**config.mk**
```make
export PLATFORM = sky130hd
export DESIGN_NAME = rds_stat_regs
export DESIGN_NICKNAME = d
export VERILOG_FILES = /design/src/rtl/rds_stat_pkg.sv /design/src/rtl/rds_qual_cnt.sv /design/src/rtl/rds_irq_match.sv /design/src/rtl/rds_ctrl_reg.sv /design/src/rtl/rds_stat_regs.sv
export SDC_FILE = /design/constraint.sdc
export NUM_CORES = 1
export LEC_CHECK = 0
export ABC_AREA = 1
export BUFFER_PORTS_ARGS = -buffer_cell sky130_fd_sc_hd__buf_2
export CAP_MARGIN = 30
export CORE_MARGIN = 4
export CORE_UTILIZATION = 50
export DETAILED_ROUTE_END_ITERATION = 8
export PLACE_DENSITY = 0.77
export RECOVER_POWER = 25
export SLEW_MARGIN = 30
export SYNTH_ARGS = -nofsm -noshare
export SYNTH_HDL_FRONTEND = slang
export SYNTH_HIERARCHICAL = 1
export SYNTH_SLANG_ARGS = --single-unit
```
**constraint.sdc**
```tcl
create_clock -name clk_i -period 2 [get_ports clk_i]
set_input_delay 0.1 -clock clk_i [delete_from_list [all_inputs] [get_ports clk_i]]
set_output_delay 0.1 -clock clk_i [all_outputs]
set_load 0.01 [all_outputs]
```
**src/rtl/rds_stat_pkg.sv**
```systemverilog
`timescale 1ns/1ps
package rds_stat_pkg;
  localparam int REG_W  = 8;
  localparam int ADDR_W = 2;
  localparam int QCNT_W = 4;

  localparam logic [ADDR_W-1:0] ADDR_CTRL = 2'd0;
  localparam logic [ADDR_W-1:0] ADDR_QUAL = 2'd1;
  localparam logic [ADDR_W-1:0] ADDR_BCTL = 2'd2;

  // control byte bit positions
  localparam int CB_WE   = 7;
  localparam int CB_BNE  = 6;
  localparam int CB_RSY  = 5;
  localparam int CB_SYN  = 4;
  localparam int CB_SRCL = 1;
  localparam int CB_INT  = 0;

  typedef enum logic [2:0] {
    SRC_NONE  = 3'b000,
    SRC_ANY   = 3'b001,
    SRC_BLK_A = 3'b010,
    SRC_BLK_B = 3'b011,
    SRC_TAEON = 3'b101,
    SRC_BLK_D = 3'b110,
    SRC_TA    = 3'b111
  } irq_src_e;

  typedef enum logic [1:0] {
    BLK_A = 2'b00,
    BLK_B = 2'b01,
    BLK_C = 2'b10,
    BLK_D = 2'b11
  } blk_num_e;

  typedef struct packed {
    logic [1:0] blk;
    logic       e_blk;
    logic       synz;
    logic       ta;
    logic       taeon;
  } blk_evt_t;

  typedef struct packed {
    logic              synz;
    logic              e_blk;
    logic [QCNT_W-1:0] qcnt;
    logic [1:0]        blk;
  } qual_reg_t;
endpackage

```
**src/rtl/rds_qual_cnt.sv**
```systemverilog
`timescale 1ns/1ps
module rds_qual_cnt #(
  parameter int CNT_W = 4
) (
  input  logic             clk_i,
  input  logic             rst_ni,
  input  logic             bit_vld_i,
  input  logic             bit_bad_i,
  input  logic             blk_done_i,
  output logic [CNT_W-1:0] cnt_nxt_o
);
  localparam logic [CNT_W-1:0] CNT_MAX = {CNT_W{1'b1}};

  logic [CNT_W-1:0] cnt_q;

  // a mark arriving with the event still belongs to the finished block
  always_comb begin
    cnt_nxt_o = cnt_q;
    if (bit_vld_i && bit_bad_i && (cnt_q != CNT_MAX)) cnt_nxt_o = cnt_q + 1'b1;
  end

  always_ff @(posedge clk_i or negedge rst_ni) begin
    if (!rst_ni)         cnt_q <= '0;
    else if (blk_done_i) cnt_q <= '0;
    else                 cnt_q <= cnt_nxt_o;
  end
endmodule

```
**src/rtl/rds_irq_match.sv**
```systemverilog
`timescale 1ns/1ps
module rds_irq_match
  import rds_stat_pkg::*;
(
  input  logic [2:0] src_i,
  input  logic       evt_vld_i,
  input  blk_evt_t   evt_i,
  output logic       hit_o
);
  logic is_blk;

  assign is_blk = !evt_i.e_blk;

  always_comb begin
    hit_o = 1'b0;
    if (evt_vld_i) begin
      case (src_i)
        SRC_ANY:   hit_o = 1'b1;
        SRC_BLK_A: hit_o = is_blk && (evt_i.blk == BLK_A);
        SRC_BLK_B: hit_o = is_blk && (evt_i.blk == BLK_B);
        SRC_BLK_D: hit_o = is_blk && (evt_i.blk == BLK_D);
        SRC_TA:    hit_o = evt_i.ta;
        SRC_TAEON: hit_o = evt_i.taeon;
        default:   hit_o = 1'b0;
      endcase
    end
  end
endmodule

```
**src/rtl/rds_ctrl_reg.sv**
```systemverilog
`timescale 1ns/1ps
module rds_ctrl_reg
  import rds_stat_pkg::*;
(
  input  logic             clk_i,
  input  logic             rst_ni,
  input  logic             wr_acc_i,
  input  logic [REG_W-1:0] wr_data_i,
  input  logic             rd_clr_i,
  input  logic             evt_vld_i,
  input  logic             hit_i,
  input  logic             synced_i,
  output logic [2:0]       src_o,
  output logic [REG_W-1:0] ctrl_o,
  output logic             int_o,
  output logic             resync_o
);
  logic       we_q, bne_q, int_q, rsy_q;
  logic [2:0] src_q;
  logic [2:0] src_wr;
  logic       src_chg;
  logic       unused_wr;

  assign src_wr    = wr_data_i[CB_SRCL +: 3];
  assign src_chg   = (src_wr != src_q);
  assign unused_wr = ^{wr_data_i[CB_BNE], wr_data_i[CB_SYN], wr_data_i[CB_INT]};

  always_ff @(posedge clk_i or negedge rst_ni) begin
    if (!rst_ni) begin
      we_q  <= 1'b0;
      src_q <= 3'b000;
      rsy_q <= 1'b0;
    end else begin
      rsy_q <= wr_acc_i && (wr_data_i[CB_RSY] || src_chg);
      if (wr_acc_i) begin
        we_q  <= wr_data_i[CB_WE];
        src_q <= src_wr;
      end
    end
  end

  // set beats read-clear
  always_ff @(posedge clk_i or negedge rst_ni) begin
    if (!rst_ni) begin
      int_q <= 1'b0;
      bne_q <= 1'b0;
    end else begin
      if (hit_i)         int_q <= 1'b1;
      else if (rd_clr_i) int_q <= 1'b0;
      if (evt_vld_i)     bne_q <= 1'b1;
      else if (rd_clr_i) bne_q <= 1'b0;
    end
  end

  always_comb begin
    ctrl_o                  = '0;
    ctrl_o[CB_WE]           = we_q;
    ctrl_o[CB_BNE]          = bne_q;
    ctrl_o[CB_SYN]          = synced_i;
    ctrl_o[CB_SRCL +: 3]    = src_q;
    ctrl_o[CB_INT]          = int_q;
  end

  assign src_o    = src_q;
  assign int_o    = int_q;
  assign resync_o = rsy_q;
endmodule

```
**src/rtl/rds_stat_regs.sv**
```systemverilog
`timescale 1ns/1ps
module rds_stat_regs
  import rds_stat_pkg::*;
(
  input  logic              clk_i,
  input  logic              rst_ni,
  input  logic              wr_valid_i,
  input  logic [ADDR_W-1:0] wr_addr_i,
  input  logic [REG_W-1:0]  wr_data_i,
  input  logic              rd_strobe_i,
  input  logic [ADDR_W-1:0] rd_addr_i,
  output logic [REG_W-1:0]  rd_data_o,
  input  logic              evt_valid_i,
  input  logic [1:0]        evt_blk_i,
  input  logic              evt_e_blk_i,
  input  logic              evt_synz_i,
  input  logic              evt_ta_i,
  input  logic              evt_taeon_i,
  input  logic              qbit_valid_i,
  input  logic              qbit_bad_i,
  input  logic              synced_i,
  output logic              resync_o,
  output logic              irq_o,
  output logic [REG_W-1:0]  blk_ctrl_o
);
  blk_evt_t          evt;
  logic              wr_ctrl, wr_bctl, rd_clr, hit;
  logic [2:0]        src;
  logic [REG_W-1:0]  ctrl_byte;
  logic [QCNT_W-1:0] qcnt_nxt;
  qual_reg_t         qual_q;
  logic [REG_W-1:0]  bctl_q;

  assign evt     = '{blk: evt_blk_i, e_blk: evt_e_blk_i, synz: evt_synz_i,
                     ta: evt_ta_i, taeon: evt_taeon_i};
  assign wr_ctrl = wr_valid_i && (wr_addr_i == ADDR_CTRL) && wr_data_i[CB_WE];
  assign wr_bctl = wr_valid_i && (wr_addr_i == ADDR_BCTL) && wr_data_i[CB_WE];
  assign rd_clr  = rd_strobe_i && (rd_addr_i == ADDR_CTRL);

  rds_qual_cnt #(.CNT_W(QCNT_W)) u_qcnt (
    .clk_i      (clk_i),
    .rst_ni     (rst_ni),
    .bit_vld_i  (qbit_valid_i),
    .bit_bad_i  (qbit_bad_i),
    .blk_done_i (evt_valid_i),
    .cnt_nxt_o  (qcnt_nxt)
  );

  rds_irq_match u_match (
    .src_i     (src),
    .evt_vld_i (evt_valid_i),
    .evt_i     (evt),
    .hit_o     (hit)
  );

  rds_ctrl_reg u_ctrl (
    .clk_i     (clk_i),
    .rst_ni    (rst_ni),
    .wr_acc_i  (wr_ctrl),
    .wr_data_i (wr_data_i),
    .rd_clr_i  (rd_clr),
    .evt_vld_i (evt_valid_i),
    .hit_i     (hit),
    .synced_i  (synced_i),
    .src_o     (src),
    .ctrl_o    (ctrl_byte),
    .int_o     (irq_o),
    .resync_o  (resync_o)
  );

  always_ff @(posedge clk_i or negedge rst_ni) begin
    if (!rst_ni) qual_q <= '0;
    else if (evt_valid_i)
      qual_q <= '{synz: evt.synz, e_blk: evt.e_blk, qcnt: qcnt_nxt, blk: evt.blk};
  end

  always_ff @(posedge clk_i or negedge rst_ni) begin
    if (!rst_ni)      bctl_q <= '0;
    else if (wr_bctl) bctl_q <= wr_data_i;
  end

  always_comb begin
    case (rd_addr_i)
      ADDR_CTRL: rd_data_o = ctrl_byte;
      ADDR_QUAL: rd_data_o = qual_q;
      ADDR_BCTL: rd_data_o = bctl_q;
      default:   rd_data_o = '0;
    endcase
  end

  assign blk_ctrl_o = bctl_q;
endmodule

```
Yosys cells after proc, flatten, opt, wreduce, memory -nomap -nowiden:

Cells that the tools add are included.

* bits in registers: 27
* logic and storage cells: 51

* add/sub/neg operators: 1
* equality and inequality tests: 13
* multiplexer cells: 8
* reductions and logical operators: 18

Operators with widths (number)
* 8-bit case mux with 3 select lines: 1
* 1-bit logical AND: 11
* 3-bit == test, second input constant: 3
* 4-bit two-way mux: 2
* 2-bit == test, second input constant: 3
* 3-bit by 2-bit == test with 1-bit output, second input constant: 2
* 2-bit zero test: 3
* 1-bit case mux with 6 select lines: 1
* 4-bit by 1-bit adder with 4-bit output, second input constant: 1
* 2-bit by 1-bit == test with 1-bit output, second input constant: 2
* 1-bit two-way mux: 4
* 4-bit != test, second input constant: 1
* 2-bit nonzero test: 2
* 3-bit by 1-bit == test with 1-bit output, second input constant: 1
* 3-bit != test: 1
* 1-bit zero test: 1
* 1-bit logical OR: 1

Longest topological paths before layout:

Gate-level depths: netlist of run 1.

* depth after elaboration: 5
* mapped depth: 8
* gate-level depth less buffers: 8

Cells and area by module:

The synthesis of run 1 kept the hierarchy.

Modules (own cells, without submodules)
* rds_stat_regs: instances 1, cells an instance 110, area each 842.1 um^2, sequential area each 400.4 um^2
* rds_ctrl_reg: instances 1, cells an instance 47, area each 369.1 um^2, sequential area each 175.2 um^2
* rds_qual_cnt: instances 1, cells an instance 33, area each 235.2 um^2, sequential area each 100.1 um^2
* rds_irq_match: instances 1, cells an instance 21, area each 95.1 um^2, sequential area each 0.0 um^2

Least setup slack after synthesis of run 1:

Ideal clock, no wire load.

* kind: reg2reg
* from: reg u_qcnt.cnt_q[0]
* to: reg qual_q[3] (netlist name)
* setup time: 128 ps
* data arrival time: 1126 ps
* setup slack: 746 ps
* cell stages (with the launch flop): 8
* path buffers: 0
* path through: dfrtp_1 ha_1 nand3_1 nand2_2 o21ai_0 inv_1 nand2_1 o21ai_0

* longest elaborated chain between the ends: 3
* elaborated cells on any way between the ends: 4
* classes of those cells: add/sub (1); eq/ne (1); mux (1); reduce/logical (1)

RTL lines
* from (decl): line rds_qual_cnt.sv:14 `logic [CNT_W-1:0] cnt_q;`
* from (signal assigned): line rds_qual_cnt.sv:25 `else cnt_q <= cnt_nxt_o;`
* parallel branches: the longest is 2 deep, another holds 4-bit by 1-bit adder with 4-bit output
* 4-bit two-way mux (*): line rds_qual_cnt.sv:19 `if (bit_vld_i && bit_bad_i && (cnt_q != CNT_MAX)) cnt_nxt_o = cnt_q + 1'b1;`
* via qcnt_nxt[1]: line rds_stat_regs.sv:30 `logic [QCNT_W-1:0] qcnt_nxt;`
* to (signal assigned): line rds_stat_regs.sv:74 `qual_q <= '{synz: evt.synz, e_blk: evt.e_blk, qcnt: qcnt_nxt, blk: evt.blk};`
* to (decl): line rds_stat_regs.sv:31 `qual_reg_t qual_q;`

Mark *: on every way through the listed nets, which the timed path passes.
A chain may end at the register's enable or synchronous reset.

==> results of run 1 <==
synthesized netlist by cell type:
| cell | n | area share (%) |
|---|---|---|
| buf_4 | 8 | 3.9 |
| nor2_2 | 2 | 0.81 |
| nand4_1 | 8 | 3.2 |
| o21bai_1 | 2 | 0.97 |
| inv_1 | 33 | 8.0 |
| a21oi_2 | 1 | 0.57 |
| inv_2 | 3 | 0.73 |
| nand2_2 | 2 | 0.81 |
| nand3_2 | 1 | 0.65 |
| nor3b_1 | 1 | 0.49 |
| nand2_1 | 77 | 19 |
| conb_1 | 1 | 0.24 |
| o21ai_1 | 1 | 0.32 |
| nand3_1 | 12 | 3.9 |
| ha_1 | 1 | 0.81 |
| o21ai_0 | 13 | 4.2 |
| nor2_4 | 3 | 2.2 |
| dfrtp_1 | 27 | 44 |
| buf_2 | 3 | 0.97 |
| xor2_1 | 1 | 0.57 |
| nor2_1 | 8 | 1.9 |
| a21oi_1 | 2 | 0.65 |
| nand4_4 | 1 | 1.4 |
power by group through the flow:
| stage | Combinational, W | Clock [W] | Sequential (W) |
|---|---|---|---|
| finish | 0.000314 | 0.000232 | 0.000676 |
| global route | 0.000359 | 0.000265 | 0.000688 |
| CTS | 0.000316 | 0.000243 | 0.000676 |
| detailed placement | 0.000312 | 0 | 0.000686 |
| global placement | 0.000305 | 0 | 0.000687 |
| floorplan | 0.000211 | 0 | 0.000683 |
layout make-up:
| cell class | instances | area share, % |
|---|---|---|
| tap | 31 | 2.186 |
| clock buffer | 4 | 1.481 |
| inverter | 36 | 7.616 |
| multi-input combinational | 137 | 36.95 |
| timing repair buffer | 46 | 13.68 |
| sequential | 27 | 38.08 |
metrics by stage:
step	instance area (um2)	hold slack, ns	utilization [%]	power [W]
final	1774	0.01327	62.19	0.001222
after global routing	1774	0.002701	62.19	0.001312
after CTS	1777	0.002494	62.28	0.001236
after detailed placement	1720	0.1406	60.31	0.0009982
after global placement	1720	0.1324	60.31	0.0009922
after floorplan	1541	-0.1956	-	0.0008938
cell usage in the layout (no fill, tap or decap):
cell type      count
nand2_1           77
buf_2             41
inv_1             33
dfrtp_1           27
o21ai_0           13
nand3_1           12
nor2_1             8
nand4_1            8
inv_2              3
nor2_4             3
clkbuf_4           3
clkbuf_1           3
dlygate4sd3_1      3
nor2_2             2
a21oi_1            2
o21bai_1           2
nand2_2            2
nor3b_1            1
nand4_4            1
conb_1             1
a21oi_2            1
nand3_2            1
o21ai_1            1
xor2_1             1
ha_1               1
logic make-up after synthesis:
kind of cell | synth area share (%)
compound gates | 6.736
simple gates | 34.17
buf+inv | 13.64
fa+ha+maj | 0.8116
flops | 43.83
xor+xnor | 0.5683
other cells | 0.2433
sequential cells by signal (all words and copies together) (netlist names):
| signal | count |
|---|---|
| blk_ctrl_o | 8 |
| qual_q | 8 |
| u_qcnt/cnt_q | 4 |
| u_ctrl/src_o | 3 |
| u_ctrl/bne_q | 1 |
| u_ctrl/int_o | 1 |
| u_ctrl/resync_o | 1 |
| u_ctrl/we_q | 1 |
repair_timing:
action,in CTS,in global routing
setup buffers,0,0
hold buffers,3,0
endpoints found under the hold margin,29,0
worst min-delay path by stage:
stage            startpoint       endpoint  slack [ns]  cells past startpoint
2_1_floorplan        rst_ni  blk_ctrl_o[0]       -0.20                      0
3_3_place_gp         rst_ni  blk_ctrl_o[7]        0.13                      1
3_5_place_dp         rst_ni  blk_ctrl_o[7]        0.14                      1
4_1_cts        wr_data_i[4]  blk_ctrl_o[4]       0.002                      3
5_1_grt         evt_e_blk_i      qual_q[6]       0.003                      3
6_report       wr_data_i[4]  blk_ctrl_o[4]        0.01                      3
per-layer routing:
metal	vias to the layer above	part of all wire, %
met5	-	0
met4	0	0.65
met3	4	5.0
met2	35	46
met1	613	49
li1	720	-
==> flow_summary.toml, run 1 <==
[setup_path]
crit_path_end_kind = "async pin"
arrival_ns = 1.65
max_stage_delay_ns = 1.03
timing.rr.end = "qual_q[3]"
critPathTopFamily = "buffers and inverters"
worst-r2r-setup-slack_ns = 0.60
crit_start = "rst_ni"
crit_buf_inv = 2
crit_end = "qual_q[6]"
rr_startpoint = "u_qcnt/cnt_q[0]"
critPathKind = "input port to async pin"
crit_required_ns = 2.22
r2r_cells = 7
critPathSlowestCell = "clkbuf_1"
cp-start-kind = "input port"
cp.depth = 2
crit_path_cell_trace = "dlygate4sd3_1 > clkbuf_1"
crit_fanout = 27

[timing]
setup_tns_ns = 0
timing.fmax_ghz = 0.6986
layout_setup_ws_ns = 0.5686
max_slew.worst_pin.slew_ns = 1.409
slew_viol_final = 0
period_needed_ns = 1.431
period_share_pct = 71.57
fin_skew_ns = 0.004280
setup_viol = 0
rsz0062_at_grt = "false"
hold_violations = 0
max_slew_margin_pct = 6.065

[layout]
n_antenna_cell = 0
multi_input_comb_area_um2 = 655.6
fillers = 269
drive_gt1_share_pct = 22.80
num-nets-final = 278
final_cells = 281
synthToLayoutAreaGrowth_pct = 15.10
regArea_um2 = 675.6

[grt]
use_met3_pct = 4.085
grt.busiest_layer = "met2"
antenna_found_initial = 0
grt_max_degree = 28
grt_overflow = 0
met2_usage_pct = 25.81
met1_usage_pct = 23.05
grt_usage_pct = 16.81
grt_pass1_wl_mm = 5.416
grt_pass1_vias = 1194

[placed_design]
dp.cells = 274
dp_hpwl_mm = 2.416
gp_congestion = 0.8351
io_buffers = 43
dp_slack_ns = 0.6247

[synthesis]
synth_area_per_cell_um2 = 7.306
syn-num-nets = 238
synth_cell_type_count = 23
ys_seq_elements = 27
syn_area_mm2 = 0.001541
ys_seq_area_share_pct = 43.83
synthCells = 211
ys.warnings.count = 6

[routing]
first_iter_violations = 43
via_per_inst = 4.883
wl_mm = 3.233
wire_per_inst_um = 11.51
vias = 1372
drc_errors = 0
ant_nets = 0
drtPass1Iterations = 4

[power]
combPwrFrac_pct = 25.7
p_sw_w = 0.0004022
switching_share_pct = 32.93
p_int_w = 0.0008193
p_leak_nw = 1.010
power.density_mw_per_mm2 = 688.5
ir_drop_mv = 0.4285
power_frac_clock_pct = 19.0
p_seq_share_pct = 55.3

[clocking]
cts_inserted_buffers = 3
clkLatencyLatePin_ns = 0.32
htree_levels = 1
cts_tree = "done"
clock_path_buffers = 2
cts.clk_slew.worst_paths_ns = 0.14
cts.sinks = 27
cts_resized = 0
root_buffer = "clkbuf_4"

[run_status]
status = "finished, final reports clean"

[floorplanning]
die_w_um = 63.53
die_area_mm2 = 0.004035
fp.dieH_um = 63.53
row_count = 19
initial_core_util_pct = 54.04
core_mm2 = 0.002853
ios = 44

[run]
maxCapViolCount = 0

[hold_path]
min-delay-path-class = "input port to register"
Power figures use the tool's default switching activity.
==> run 2: changes to the inputs <==
- CORE_UTILIZATION: 50 -> 46
- PLACE_DENSITY: 0.77 -> 0.75
- clock period: 2 -> 1.3 ns (I/O delays scaled with it)
==> run 2 against run 1 <==
  * Final area is 12% higher
  * Utilization is 1.2 points higher
  * Count of clock-buffer cells in the layout stayed put
  * Flip-flop and latch count stayed put
  * Cell count is 11% higher
  * First-iteration DRC count is 53% higher
  * Die area is 7.6% higher
  * Sequential share of layout area is 4.0 points lower
  * Sequential power is 55% higher
  * Power is 59% higher
  * Critical path type is now register to register
  * Highest routed layer unchanged
==> flow_summary.toml, run 2 (same netlist as run 1, synthesis figures left out) <==
[clocking]
clkLatencyLatePin_ns = 0.31
cts_tree = "done"
cts.clk_slew.worst_paths_ns = 0.14
cts_inserted_buffers = 3
clock_path_buffers = 2
root_buffer = "clkbuf_4"
htree_levels = 1
cts.sinks = 27

[power]
p_int_w = 0.001303
p_seq_share_pct = 54.0
power_frac_clock_pct = 18.2
switching_share_pct = 32.73
p_sw_w = 0.0006338
combPwrFrac_pct = 27.7
p_leak_nw = 1.087
power.density_mw_per_mm2 = 976.0
ir_drop_mv = 0.5418

[placed_design]
dp.cells = 291
dp_hpwl_mm = 2.539
io_buffers = 43
gp_congestion = 0.8205

[grt]
antenna_found_initial = 0
grt_overflow = 0
grt_usage_pct = 17.77
grt_max_degree = 28
grt_pass1_vias = 1372
grt_pass1_wl_mm = 6.078

[layout]
drive_gt1_share_pct = 25.00
fillers = 283
final_cells = 312
final_common_cell = "nand2_1"
n_antenna_cell = 0
synthToLayoutAreaGrowth_pct = 28.73
num-nets-final = 296
fin_util_pct = 63.44
layout_common_cells = "76 x nand2_1, 38 x buf_2, 33 x inv_1"

[setup_path]
cp-start-kind = "register"
crit_fanout = 3
crit_required_ns = 1.51
critPathKind = "register to register"
arrival_ns = 1.48
crit_path_end_kind = "register"

[routing]
via_per_inst = 4.654
wire_per_inst_um = 11.29
ant_nets = 0
wl_mm = 3.521
drtPass1Iterations = 4
drc_errors = 0
first_iter_violations = 66
vias = 1452

[floorplanning]
initial_core_util_pct = 49.28
core_mm2 = 0.003128
die_w_um = 65.89
fp.dieH_um = 65.89
ios = 44
row_count = 20
die_area_mm2 = 0.004341

[run]
maxCapViolCount = 0

[timing]
setup_viol = 0
timing.fmax_ghz = 0.7886
timing.hold.ws_ns = 0.04691
max_slew_margin_pct = 56.44
hold_violations = 0
period_needed_ns = 1.268
fin_skew_ns = 0.006464
slew_viol_final = 0
period_share_pct = 97.54
max_slew.worst_pin.slew_ns = 0.6534
rsz0062_at_grt = "true"

[hold_path]
min-delay-path-class = "input port to register"

[run_status]
status = "finished, final reports clean"
[run 2: layout make-up]
type | count | area, um2 | share of cell area [%]
Clock buffer | 4 | 26.28 | 1.324
Tap cell | 44 | 55.05 | 2.774
Multi-Input combinational cell | 137 | 689.4 | 34.74
Inverter | 36 | 135.1 | 6.810
Timing Repair Buffer | 64 | 402.9 | 20.30
Sequential cell | 27 | 675.6 | 34.05
[run 2: metal layers]
metal	GRT usage, %	routed length (um)	vias up
met3	2.381	175	2
met1	23.87	1582	655
met2	30.66	1747	43
met5	0	0	-
met4	3.109	16	0
li1	-	-	752
[run 2: final timing paths]
| kind | slack (ns) | cells past startpoint | to | from |
|---|---|---|---|---|
| min | 0.05 | 4 | blk_ctrl_o[3] | wr_addr_i[0] |
| max reg2reg | 0.03 | 8 | qual_q[5] | u_qcnt/cnt_q[1] |
| min reg2reg | 0.51 | 2 | u_ctrl/we_q | u_ctrl/we_q |
| min in group asynchronous | 0.29 | 2 | blk_ctrl_o[5] | rst_ni |
| max | 0.03 | 8 | qual_q[5] | u_qcnt/cnt_q[1] |
| max in group asynchronous | 0.60 | 2 | u_ctrl/bne_q | rst_ni |
[run 2: per-stage QoR]
step / worst slack (ns) / area [um2] / TNS (ns) / power [W]
final: 0.03195 / 1984 / 0 / 0.001937
after global routing: -0.02865 / 1984 / -0.09862 / 0.002077
after CTS: 0.0006418 / 1923 / 0 / 0.001932
after detailed placement: -0.01533 / 1767 / -0.01533 / 0.001548
after global placement: 0.04563 / 1767 / 0 / 0.001539
after floorplan: 0.04622 / 1541 / 0 / 0.001375
[run 2: repair_timing]
item                                    CTS  global route
endpoints found under the setup margin    1             4
buffers inserted                          0             3
resized for setup                         1             9
hold endpoints to repair                 37             1
pin swaps                                 0             5
hold buffers                             13             1
gates cloned                              0             0
[run 2: power groups by stage]
| stage | Combinational [W] | Sequential (W) | Clock (W) |
|---|---|---|---|
| floorplan | 0.000324 | 0.00105 | 0 |
| CTS | 0.000522 | 0.00104 | 0.000366 |
| finish | 0.000537 | 0.00105 | 0.000353 |
| global route | 0.000613 | 0.00106 | 0.000403 |
| global placement | 0.000479 | 0.00106 | 0 |
| detailed placement | 0.000488 | 0.00106 | 0 |
[run 2: critical path, cell delays in order, from the launching register on]
cell and delay (ns):
dfrtp_1 0.43, ha_2 0.22, buf_4 0.14, nand2_2 0.06, nand4_1 0.08, nand2_1 0.09, inv_1 0.04, nand2_1 0.05
o21ai_1 0.05
==> run 3: changes to the inputs <==
- CELL_PAD_IN_SITES_DETAIL_PLACEMENT: default -> 1
- CELL_PAD_IN_SITES_GLOBAL_PLACEMENT: default -> 1
- CORE_UTILIZATION: 46 -> 33
- PLACE_DENSITY: 0.75 -> 0.81
==> run 3 against run 2 <==
  * Global-route usage down 2.7 points
  * Utilization is 21 points lower
  * Final area is 5.0% lower
  * Highest routed layer unchanged
  * Count of clock-buffer cells in the layout did not move
  * Via count fell by 1.0%
  * Sequential share of layout area increased by 1.8 points
  * Critical endpoint is now qual_q[2]
  * Cell count down 1.9%
  * Flip-flop and latch count did not move
==> flow_summary.toml, run 3 (same netlist as run 1, synthesis figures left out) <==
[clocking]
cts.sinks = 27
htree_levels = 1
root_buffer = "clkbuf_8"
clkLatencyLatePin_ns = 0.27
cts_tree = "done"
clock_path_buffers = 2
cts_inserted_buffers = 3
cts.clk_slew.worst_paths_ns = 0.09

[floorplanning]
initial_core_util_pct = 34.68
die_w_um = 76.35
ios = 44
core_mm2 = 0.004444
die_area_mm2 = 0.005829
row_count = 24
fp.dieH_um = 76.35

[power]
p_seq_share_pct = 51.3
combPwrFrac_pct = 25.5
p_leak_nw = 1.041
p_sw_w = 0.0006729
ir_drop_mv = 0.4148
power_frac_clock_pct = 23.3
p_int_w = 0.001375
power.density_mw_per_mm2 = 1087
power_w = 0.002048
switching_share_pct = 32.86

[timing]
max_slew.worst_pin.slew_ns = 0.6803
rsz0062_at_grt = "true"
setup_tns_ns = 0
setup_viol = 0
period_needed_ns = 1.266
max_slew_margin_pct = 54.65
slew_viol_final = 0
timing.fmax_ghz = 0.7900
hold_violations = 0
period_share_pct = 97.37
fin_skew_ns = 0.002176

[setup_path]
max_stage_delay_ns = 0.40
crit_start = "u_qcnt/cnt_q[1]"
crit_path_end_kind = "register"
worst-r2r-setup-slack_ns = 0.03
critPathTopFamily = "flip-flops"
arrival_ns = 1.42
cp-start-kind = "register"
critPathKind = "register to register"
crit_buf_inv = 1
rr_startpoint = "u_qcnt/cnt_q[1]"
crit_path_cell_trace = "ha_4 > nand3_4 > nand2_4 > xor2_1 > inv_1 > nand2_1 > o21ai_0"
crit_required_ns = 1.46
critPathSlowestCell = "dfrtp_1"
crit_fanout = 4

[layout]
n_antenna_cell = 0
regArea_um2 = 675.6
layout_common_cells = "75 x nand2_1, 41 x buf_2, 33 x inv_1"
final_common_cell = "nand2_1"
fin_util_pct = 42.40
final_area_mm2 = 0.001884
num-nets-final = 282
final_cells = 306
fillers = 588
synthToLayoutAreaGrowth_pct = 22.24
multi_input_comb_area_um2 = 698.2
drive_gt1_share_pct = 27.17

[hold_path]
worstHoldStart = "evt_e_blk_i"
min-delay-path-class = "input port to register"

[routing]
wl_mm = 4.220
via_per_inst = 4.696
first_iter_violations = 30
drtPass1Iterations = 4
ant_nets = 0
vias = 1437
drc_errors = 0
wire_per_inst_um = 13.79

[placed_design]
dpl_cell_area_mm2 = 0.001777
dp.cells = 299
gp_congestion = 0.8250
io_buffers = 43
dp_hpwl_mm = 3.210

[grt]
antenna_found_initial = 0
grt_max_degree = 28
grt_usage_pct = 15.10
grt_pass1_vias = 1507
grt_overflow = 0
grt_pass1_wl_mm = 7.245

[run]
maxCapViolCount = 0

[run_status]
status = "finished, final reports clean"
run 3: cell count changes in the layout (fill, tap and decap cells not counted), moves of 2 or more:
cell	delta
buf_2	+3
buf_4	-2
clkbuf_1	-2
clkbuf_4	-3
clkbuf_8	+3
dlygate4sd3_1	-13
o21ai_1	-2
run 3: power by group through the flow:
stage / Sequential, W / Clock, W / Combinational [W]
floorplan: 0.00105 / 0 / 0.000324
global placement: 0.00106 / 0 / 0.000493
detailed placement: 0.00107 / 0 / 0.000511
CTS: 0.00105 / 0.000490 / 0.000520
global route: 0.00107 / 0.000533 / 0.000597
finish: 0.00105 / 0.000476 / 0.000522
run 3: layer usage:
metal	vias up	track usage [%]	wire length, um
met4	0	4.348	44
met3	6	2.364	187
met5	-	0	0
met2	30	27.07	2155
li1	727	-	-
met1	674	18.61	1832
run 3: path summary, 6_finish.rpt:
| check | endpoint | cells after the start |
|---|---|---|
| hold / removal | qual_q[6] | 3 |
| setup reg to reg | qual_q[2] | 7 |
| hold reg to reg | u_ctrl/we_q | 2 |
| max in group asynchronous | blk_ctrl_o[3] | 2 |
| setup / recovery | qual_q[2] | 7 |
| min in group asynchronous | u_ctrl/resync_o | 2 |
run 3: worst min-delay path: stages:
cell	delay, ns
buf_2	0.10
nand2_1	0.05
o21ai_0	0.06
run 3: metrics by stage:
step	hold slack (ns)	setup WS (ns)
2_1_floorplan	-0.2306	0.04622
3_3_place_gp	0.1131	0.007039
4_1_cts	0.03005	0.01160
6_report	0.03278	0.03424
3_5_place_dp	0.1064	-0.06746
5_1_grt	0.05084	-0.04004
run 3: final cells by class:
type	count	area share [%]
flip-flops and latches	27	35.86
clock buffers	4	2.390
multi-input cells	137	37.05
well taps	52	3.453
inverters	36	7.171
repair buffers	50	14.08
run 3: what timing repair did:
action                                  in CTS  in global routing
hold buffers                                 1                  0
gates resized for setup                      3                  8
pin swaps                                    0                  3
endpoints found under the setup margin       3                  4
endpoints found under the hold margin       27                  0
buffers inserted                             1                  1
